### config.mk
export PLATFORM = sky130hd
export DESIGN_NAME = pwm10_timer
export DESIGN_NICKNAME = d
export VERILOG_FILES = /design/src/rtl/pwm10_timer.sv
export SDC_FILE = /design/constraint.sdc
export NUM_CORES = 1
export LEC_CHECK = 0
export ABC_AREA = 1
export BUFFER_PORTS_ARGS = -buffer_cell sky130_fd_sc_hd__clkbuf_2
export CELL_PAD_IN_SITES_DETAIL_PLACEMENT = 1
export CELL_PAD_IN_SITES_GLOBAL_PLACEMENT = 1
export CORE_MARGIN = 5
export CORE_UTILIZATION = 49
export CTS_CLUSTER_SIZE = 30
export DETAILED_ROUTE_END_ITERATION = 6
export GPL_TIMING_DRIVEN = 0
export PLACE_DENSITY = 0.82
export SYNTH_ARGS = -nofsm -noshare
export SYNTH_HDL_FRONTEND = slang
export SYNTH_SLANG_ARGS = --single-unit
### constraint.sdc
create_clock -name clk -period 3 [get_ports clk]
set_input_delay 0.9 -clock clk [delete_from_list [all_inputs] [get_ports clk]]
set_output_delay 0.9 -clock clk [all_outputs]
set_load 0.02 [all_outputs]
### src/rtl/pwm10_timer.sv
module pwm10_timer #(
  parameter int TW = 8,
  parameter int RW = 16
) (
  input  logic          clk,
  input  logic          rst_n,
  input  logic          wr_en,
  input  logic [1:0]    wr_addr,
  input  logic [RW-1:0] wr_data,
  output logic          pwm_out,
  output logic          tmr_irq
);
  localparam int BW = TW + 2;

  logic [TW-1:0] per_r, tmr;
  logic [RW-1:0] duty_r;
  logic [BW-1:0] duty_lat;
  logic [1:0]    pre_sel;
  logic [3:0]    post_sel, post_cnt;
  logic [7:0]    pre_cnt, step_last;
  logic [1:0]    frac;

  wire wr_per  = wr_en && wr_addr == 2'd0;
  wire wr_duty = wr_en && wr_addr == 2'd1;
  wire wr_pre  = wr_en && wr_addr == 2'd2;
  wire wr_post = wr_en && wr_addr == 2'd3;

  always_comb begin
    case (pre_sel)
      2'd0:    begin step_last = 8'd3;   frac = pre_cnt[1:0]; end
      2'd1:    begin step_last = 8'd15;  frac = pre_cnt[3:2]; end
      2'd2:    begin step_last = 8'd63;  frac = pre_cnt[5:4]; end
      default: begin step_last = 8'd255; frac = pre_cnt[7:6]; end
    endcase
  end

  wire          step_end = !wr_pre && pre_cnt == step_last;
  wire          rollover = step_end && tmr >= per_r;
  wire [BW-1:0] tb       = {tmr, frac};

  assign pwm_out = tb < duty_lat;

  always_ff @(posedge clk or negedge rst_n) begin
    if (!rst_n) begin
      per_r    <= '1;
      duty_r   <= '0;
      pre_sel  <= '0;
      post_sel <= '0;
      pre_cnt  <= '0;
      tmr      <= '0;
      duty_lat <= '0;
      post_cnt <= '0;
      tmr_irq  <= 1'b0;
    end else begin
      if (wr_per)  per_r    <= wr_data[TW-1:0];
      if (wr_duty) duty_r   <= wr_data;
      if (wr_pre)  pre_sel  <= wr_data[1:0];
      if (wr_post) post_sel <= wr_data[3:0];
      tmr_irq <= 1'b0;
      if (wr_pre || step_end) pre_cnt <= '0;
      else                    pre_cnt <= pre_cnt + 8'd1;
      if (step_end) begin
        if (rollover) begin
          tmr      <= '0;
          duty_lat <= duty_r[RW-1 -: BW];
          if (post_cnt == post_sel) begin
            post_cnt <= '0;
            tmr_irq  <= 1'b1;
          end else begin
            post_cnt <= post_cnt + 4'd1;
          end
        end else begin
          tmr <= tmr + 1'b1;
        end
      end
    end
  end

  assert_irq_pulse_R9: assert property (@(posedge clk) disable iff (!rst_n)
    tmr_irq |=> !tmr_irq) else $error("irq longer than one cycle");

  assert_latch_hold_R7: assert property (@(posedge clk) disable iff (!rst_n)
    !rollover |=> $stable(duty_lat)) else $error("duty latch moved mid-period");

  assert_restart_R3: assert property (@(posedge clk) disable iff (!rst_n)
    rollover |=> (tmr == '0 && frac == 2'd0)) else $error("period did not restart at zero");

  assert_rise_at_start_R4: assert property (@(posedge clk) disable iff (!rst_n)
    ($rose(pwm_out) && !$past(wr_pre)) |-> tb == '0) else $error("output rose mid-period");
endmodule

After elaboration in Yosys (flattened, before gate mapping)
Index checks and enable logic that the tools add are counted.
Word-level totals
  input bits: 21
  output and inout bits: 2
  register bits: 61
  word-level logic and storage cells: 40
Cells by class
  $add $sub $neg: 3
  reduce and logical (&&, ||, !) cells: 11
  equality and inequality tests: 7
  mux-type cells: 8
  magnitude comparators: 2
Operator list (count)
  $pmux W8 S3: 1
  $add A8 B1 Y8 const B: 2
  $mux W8: 2
  $lt A10 B10 Y1: 1
  $eq A8 B8 Y1: 1
  $ge A8 B8 Y1: 1
  $eq A2 B2 Y1 const B: 3
  $logic_and A1 B1 Y1: 6
  $pmux W2 S3: 1
  $add A4 B1 Y4 const B: 1
  $eq A2 B1 Y1 const B: 2
  $eq A4 B4 Y1: 1
  $logic_not A2 Y1: 2
  $mux W4: 1
  $mux W1: 3
  $reduce_and A2 Y1: 1
  $logic_not A1 Y1: 1
  $logic_or A1 B1 Y1: 1

Logic depth before layout (Yosys ltp)
Gate-level depths: netlist of the first run.
  word-level depth: 7
  depth in mapped cells: 13
  depth with buffers taken out: 12

Worst setup path after synthesis of the first run
No wires, ideal clock.
  kind: reg2out
  from: register pre_sel[0]
  to: output port pwm_out
  data required time: 2.100 ns
  path slack: 0.486 ns
  cell stages (with the launch flop): 9
  data arrival time: 1.614 ns
  buffers on the path: 0
  cell sequence: dfrtp_1 > inv_1 > o311ai_0 > nand2_1 > inv_1 > ha_1 > o21ai_0 > nand2_1 > a21oi_1
Between the ends
  cells in the longest elaborated chain, start to end: 3
  elaborated cells on any way between the ends: 5
  those cells by class: 1 x order compare; 2 x eq/ne; 1 x mux; 1 x reduce/logical
RTL lines
  from (decl): RTL line 18  | logic [1:0] pre_sel;
  from (signal assigned): RTL line 57  | if (wr_pre) pre_sel <= wr_data[1:0];
  $eq A2 B2 Y1 (tied with other cells): RTL line 29  | case (pre_sel)
  $pmux W2 S3 *: RTL line 29
  $lt A10 B10 Y1 *: RTL line 41  | assign pwm_out = tb < duty_lat;
  to (decl): RTL line 10  | output logic pwm_out,
Mark *: on every way between the ends. The rest lies on a longest branch, timed or not.

Worst setup path after layout of the first run
  from: register pre_sel[1]
  to: output port pwm_out
Same word-level chain as after synthesis.

==> flow_metrics.env, run 1 <==
export IMPL_finalSetupTns_ns=0
export IMPL_wl_met2_um=4080
export IMPL_vias=2427
export IMPL_ys_warn_count=0
export IMPL_hold_viol_final=0
export IMPL_hold_buffers=0
export IMPL_p_sw_mw=0.794
export IMPL_synth_adder_area_share_pct=8.21
export IMPL_postPlaceCellArea_um2=3270
export IMPL_portBuffers=22
export IMPL_io_pins=23
export IMPL_start_kind="register"
export IMPL_cap_viol_max_count=0
export IMPL_initial_core_util_pct=50.9
export IMPL_crit_required_ns=2.10
export IMPL_postSynthCellCount=362
export IMPL_synthesis_area_um2=3050
export IMPL_netlist_cell_type_count=31
export IMPL_finalMaxSlewViolations=0
export IMPL_fin_crit_sh_pct=96.9
export IMPL_vias_per_cell=5.16
export IMPL_grt_max_degree=36
export IMPL_worst_pin_slew_ns=0.564
export IMPL_place_gp_congestion=0.846
export IMPL_clk_latency_ns=0.32
export IMPL_syn_mean_instance_area_um2=8.42
export IMPL_drive_gt1_share_pct=19.2
export IMPL_cts_buffers=5
export IMPL_synthSimpleGateAreaFrac_pct=26.3
export IMPL_dr_max_layer_used="met4"
export IMPL_antenna_left=0
export IMPL_dpl_hpwl_um=5720
export IMPL_r2r_setup_slack_ns=0.81
export IMPL_ir_drop_uv=372
export IMPL_fin_crit_ns=2.91
export IMPL_swShare_pct=35.6
export IMPL_gr_usage_all_layers_pct=22.3
export IMPL_rsz0062_at_grt="no"
export IMPL_crit_start="pre_sel[1]"
export IMPL_final_area_um2=3450
export IMPL_worst_path_stages=9
export IMPL_path_buf_inv=3
export IMPL_post_place_ws_ns=0.224
export IMPL_clk_pin_slew_worst_paths_ns=0.10
export IMPL_slowest_delay_ns=0.39
export IMPL_setup_slack_ns=0.0925
export IMPL_critPathCaptureType="primary output"
export IMPL_grt_pass1_wl_um=13500
export IMPL_p_int_mw=1.44
export IMPL_final_cell_mix="nand2_1 (104), dfrtp_1 (46), inv_1 (41)"
export IMPL_path_cells="buf_6 -> o311ai_4 -> nand2_1 -> inv_1 -> ha_1 -> o21ai_2 -> nand2_2 -> a21oi_2 -> clkbuf_8"
export IMPL_syn_nets=403
export IMPL_combPwrFrac_pct=32.4
export IMPL_die_w_um=88.9
export IMPL_hold_class="register to register"
export IMPL_reg2reg_from="per_r[3]"
export IMPL_fmax_mhz=344
export IMPL_whs_ns=0.487
export IMPL_r2r_end="duty_lat[6]"
export IMPL_power_density_nw_per_um2=647
export IMPL_cts_tree="built"
export IMPL_row_count=28
export IMPL_synth_compound_area_share_pct=6.20
export IMPL_core_area_um2=5990
export IMPL_layout_commonest_cell="nand2_1"
export IMPL_clock_power_share_pct=23.7
export IMPL_fillCellCount=758
export IMPL_die_h_um=88.9
export IMPL_drtIter0Drc=65
export IMPL_wl_per_cell_um=16.4
export IMPL_area_growth_pct=13.3
export IMPL_nets=435
export IMPL_path_max_fanout=9
export IMPL_grt_ovfl_total=0
export IMPL_p_leak_nw=1.84
export IMPL_wl_met3_um=149
export IMPL_critical_path_slowest_cell="dfrtp_1"
export IMPL_crit_end="pwm_out"
export IMPL_finClkSkew_ns=0.00921
export IMPL_ys_seq_elements=55
export IMPL_antenna_found_initial=0
export IMPL_clk_path_buf_depth=2
export IMPL_drcViolationCount=0
export IMPL_status="finished clean"
export IMPL_dieArea_um2=7890
export IMPL_cts_sinks=55
export IMPL_synth_mux_area_share_pct=2.96
export IMPL_routed_wirelength_um=7690
export IMPL_yosysSeqAreaShare_pct=45.5
export IMPL_drt_met1_wl_um=3360
export IMPL_crit_type="register to primary output"
export IMPL_first_pass_iters=4
export IMPL_seq_power_share_pct=43.9
export IMPL_slew_headroom_pct=62.4
export IMPL_finalSetupViolations=0
export IMPL_reg2reg_depth=11
export IMPL_grt_pass1_vias=2783
export IMPL_cp_top_family="compound AO/OA/AOI/OAI gates"
export IMPL_arrival_ns=2.01
export IMPL_synth_xor_area_share_pct=3.45
export IMPL_synth_top_family_by_area="simple AND/OR/NAND/NOR gates"
export IMPL_diodes=0
export IMPL_htreeDepth=2
export IMPL_clockRootBuffer="clkbuf_8"
## stage by stage
stage	power, mW	std cells	util, %
2_1_floorplan	1.41	362	-
3_3_place_gp	1.56	459	54.3
3_5_place_dp	1.62	460	54.6
4_1_cts	2.24	470	57.5
5_1_grt	2.39	470	57.6
6_report	2.23	470	57.6
## final cells by class
| type | instances | area, um2 | share of cell area, % |
|---|---|---|---|
| Clock buffer | 6 | 82.6 | 2.39 |
| Timing Repair Buffer | 25 | 154 | 4.46 |
| Clock inverter | 2 | 35.0 | 1.01 |
| Inverter | 44 | 165 | 4.78 |
| Tap cell | 75 | 93.8 | 2.72 |
| Sequential cell | 55 | 1390 | 40.2 |
| Multi-Input combinational cell | 256 | 1480 | 42.7 |
| Buffer | 7 | 58.8 | 1.70 |
## repair_timing
action / CTS / global route
setup endpoints to repair: 1 / 1
pin swaps: 2 / 2
cloned: 0 / 0
setup buffers: 2 / 0
resized for setup: 11 / 4
## flip-flops by register name (all words and copies together), names as in the netlist
register and cells:
post_cnt 4, duty_lat 10, tmr 8, per_r 8, pre_sel 2, duty_r 10, tmr_irq 1, pre_cnt 8
post_sel 4
## cells in the mapped netlist, drive strengths merged
library cell	instances	area share, %
nand2	109	14
dfrtp	47	39
inv	44	5.4
nor2	33	5.2
nand3	29	5.1
ha	20	8.2
o21ai	20	3.3
a21oi	13	2.1
xor2	10	2.9
dfstp	8	6.9
mux2	8	3.0
buf	6	1.8
nand3b	4	0.99
nor3b	2	0.49
xnor2	2	0.58
a21boi	1	0.25
clkbuf	1	0.12
nand4	1	0.21
nor3	1	0.16
nor4	1	0.21
o21bai	1	0.25
o311ai	1	0.29
## worst register-to-register path, cell delays in order (launching register included)
cell,delay [ns]
dfstp_2,0.54
inv_1,0.05
ha_1,0.29
nand2_1,0.09
nor2_1,0.15
nor2_1,0.06
nand2_1,0.07
nand2_1,0.05
nand2_1,0.30
buf_2,0.33
nand3_1,0.12
nand2_1,0.09
## worst min path at each step
stage	start	endpoint	slack, ns	cells past startpoint
after floorplan	duty_lat[1]	duty_lat[1]	0.44	2
after global placement	duty_lat[8]	duty_lat[8]	0.46	2
after detailed placement	duty_lat[3]	duty_lat[3]	0.47	2
after CTS	duty_lat[3]	duty_lat[3]	0.49	2
after global routing	duty_lat[2]	duty_lat[2]	0.52	2
final	duty_lat[3]	duty_lat[3]	0.49	2
## per-layer routing
layer,up-vias,GRT usage (%)
met1,1183,28.1
met3,9,2.98
met2,19,40.5
met4,0,4.95
met5,-,0
li1,1216,-
## power by group through the flow
stage                     clock network, mW  registers, mW  logic, mW
after global placement                    0          0.986      0.578
after detailed placement                  0          0.991      0.625
after global routing                  0.575          0.998      0.817
after floorplan                           0          0.958      0.453
after CTS                             0.538          0.976      0.725
final                                 0.530          0.980      0.722
## cells by family (layout without fill, tap and decap cells)
family / after synthesis / after routing
mux: 8 / 8
xor+xnor: 12 / 12
buf+inv: 51 / 84
fa+ha+maj: 20 / 20
simple gates: 180 / 180
compound gates: 36 / 36
flops: 55 / 55
Power figures use the tool's default switching activity.
==> run 2: changes to the inputs <==
--- a/config.mk
+++ b/config.mk
@@ -6,13 +6,13 @@
 export NUM_CORES = 1
 export LEC_CHECK = 0
 export ABC_AREA = 1
-export BUFFER_PORTS_ARGS = -buffer_cell sky130_fd_sc_hd__clkbuf_2
 export CELL_PAD_IN_SITES_DETAIL_PLACEMENT = 1
 export CELL_PAD_IN_SITES_GLOBAL_PLACEMENT = 1
 export CORE_MARGIN = 5
-export CORE_UTILIZATION = 49
+export CORE_UTILIZATION = 52
 export CTS_CLUSTER_SIZE = 30
 export DETAILED_ROUTE_END_ITERATION = 6
+export DONT_BUFFER_PORTS = 1
 export GPL_TIMING_DRIVEN = 0
 export PLACE_DENSITY = 0.82
 export SYNTH_ARGS = -nofsm -noshare
==> run 2 against run 1 <==
Against the previous run: via count fell by 2.9%; largest cell class unchanged; sequential power about the same; first-iteration DRC count up 31%; final cell count fell by 5.7%; clock power about the same; critical path depth fell by 1; power decreased by 4.7%.
==> flow_metrics.env, run 2 (same netlist as run 1, synthesis figures left out) <==
export IMPL_status="finished clean"
export IMPL_combPwrFrac_pct=29.1
export IMPL_die_h_um=86.5
export IMPL_path_max_fanout=7
export IMPL_reg_top3="duty_lat x10, duty_r x10"
export IMPL_initial_core_util_pct=54.3
export IMPL_path_cells="o21ai_1 -> o311ai_2 -> nand2_1 -> inv_1 -> ha_1 -> o21ai_0 -> nand2_1 -> a21oi_4"
export IMPL_slowest_delay_ns=0.49
export IMPL_grt_max_degree=56
export IMPL_hold_class="input port to asynchronous set/reset pin"
export IMPL_htreeDepth=2
export IMPL_wl_met2_um=3720
export IMPL_fin_crit_ns=2.94
export IMPL_p_int_mw=1.39
export IMPL_cts_sinks=55
export IMPL_finalMaxSlewViolations=0
export IMPL_p_leak_nw=1.72
export IMPL_setup_slack_ns=0.0621
export IMPL_diodes=0
export IMPL_finClkSkew_ns=0.0122
export IMPL_finalSetupTns_ns=0
export IMPL_nets=411
export IMPL_whs_ns=0.258
export IMPL_dpl_hpwl_um=5130
export IMPL_cts_tree="built"
export IMPL_dieArea_um2=7490
export IMPL_antenna_found_initial=0
export IMPL_clock_power_share_pct=24.8
export IMPL_cp_top_family="compound AO/OA/AOI/OAI gates"
export IMPL_fmax_mhz=340
export IMPL_die_w_um=86.5
export IMPL_grt_pass1_wl_um=11800
export IMPL_post_place_cells=434
export IMPL_hold_viol_final=0
export IMPL_power_density_nw_per_um2=647
export IMPL_path_buf_inv=1
export IMPL_drive_gt1_share_pct=12.7
export IMPL_cap_viol_max_count=0
export IMPL_seq_power_share_pct=46.1
export IMPL_row_count=27
export IMPL_first_pass_iters=4
export IMPL_cp_common_cell="nand2_1"
export IMPL_layout_commonest_cell="nand2_1"
export IMPL_crit_type="register to primary output"
export IMPL_fin_crit_sh_pct=97.9
export IMPL_start_kind="register"
export IMPL_routed_wirelength_um=7060
export IMPL_portBuffers=0
export IMPL_grt_ovfl_total=0
export IMPL_antenna_left=0
export IMPL_arrival_ns=2.04
export IMPL_clk_path_buf_depth=2
export IMPL_swShare_pct=34.9
export IMPL_critical_path_slowest_cell="dfrtp_2"
export IMPL_io_pins=23
export IMPL_finalSetupViolations=0
export IMPL_drtIter0Drc=85
export IMPL_clockRootBuffer="clkbuf_8"
export IMPL_wl_met3_um=127
export IMPL_worst_pin_slew_ns=0.474
export IMPL_cts_buffers=5
export IMPL_critPathCaptureType="primary output"
export IMPL_drt_met1_wl_um=3100
export IMPL_vias=2356
export IMPL_dr_max_layer_used="met4"
export IMPL_drcViolationCount=0
export IMPL_area_growth_pct=8.01
export IMPL_p_sw_mw=0.742
export IMPL_final_cell_mix="nand2_1 (106), dfrtp_1 (46), inv_1 (42)"
export IMPL_rsz0062_at_grt="no"
export IMPL_finalNonFillerCells=443
export IMPL_vias_per_cell=5.32
export IMPL_r2r_setup_slack_ns=0.83
export IMPL_ir_drop_uv=404
export IMPL_core_area_um2=5610
export IMPL_clk_latency_ns=0.32
export IMPL_grt_pass1_vias=2478
export IMPL_clk_pin_slew_worst_paths_ns=0.11
export IMPL_gr_usage_all_layers_pct=20.4
export IMPL_place_gp_congestion=0.818
export IMPL_post_place_ws_ns=0.192
export IMPL_wl_per_cell_um=15.9
export IMPL_crit_required_ns=2.10
export IMPL_slew_headroom_pct=68.4
## run 2: final timing paths
kind | from | endpoint | cells past startpoint
max in group asynchronous | rst_n | per_r[3] | 0
min in group clk | duty_lat[4] | duty_lat[4] | 2
max | pre_sel[0] | pwm_out | 8
min | rst_n | tmr[4] | 0
max reg2reg | per_r[3] | duty_lat[0] | 11
min reg2reg | duty_lat[4] | duty_lat[4] | 2
## run 2: metal layers
metal	up-vias	global-route usage [%]
met3	10	3.04
met1	1158	24.2
met4	0	7.08
met2	23	37.4
met5	-	0
li1	1165	-
## run 2: repair_timing
action,CTS,global route
setup endpoints to repair,1,1
pin swaps,0,5
gates resized for setup,4,3
setup buffers,0,1
hold buffers,0,0
gates cloned,0,0
## run 2: layout make-up
type                       instances  area (um2)
sequential                        55        1390
timing repair buffer               1        7.51
clock inverter                     2        38.8
clock buffer                       6        82.6
inverter                          44         165
multi-input combinational        256        1460
tap                               72        90.1
buffer                             7        58.8
fill                             685        2320
## run 2: metrics by stage
stage | cell area (um2) | power, mW | utilization [%]
2_1_floorplan | 3050 | 1.41 | -
3_3_place_gp | 3140 | 1.52 | 55.9
3_5_place_dp | 3140 | 1.56 | 55.9
4_1_cts | 3270 | 2.14 | 58.3
5_1_grt | 3290 | 2.28 | 58.7
6_report | 3290 | 2.13 | 58.7
## run 2: power groups by stage
stage | Combinational [mW] | Clock, mW | Sequential [mW]
floorplan | 0.453 | 0 | 0.958
global placement | 0.534 | 0 | 0.989
detailed placement | 0.564 | 0 | 0.994
CTS | 0.617 | 0.542 | 0.981
global route | 0.705 | 0.575 | 0.999
finish | 0.619 | 0.528 | 0.981
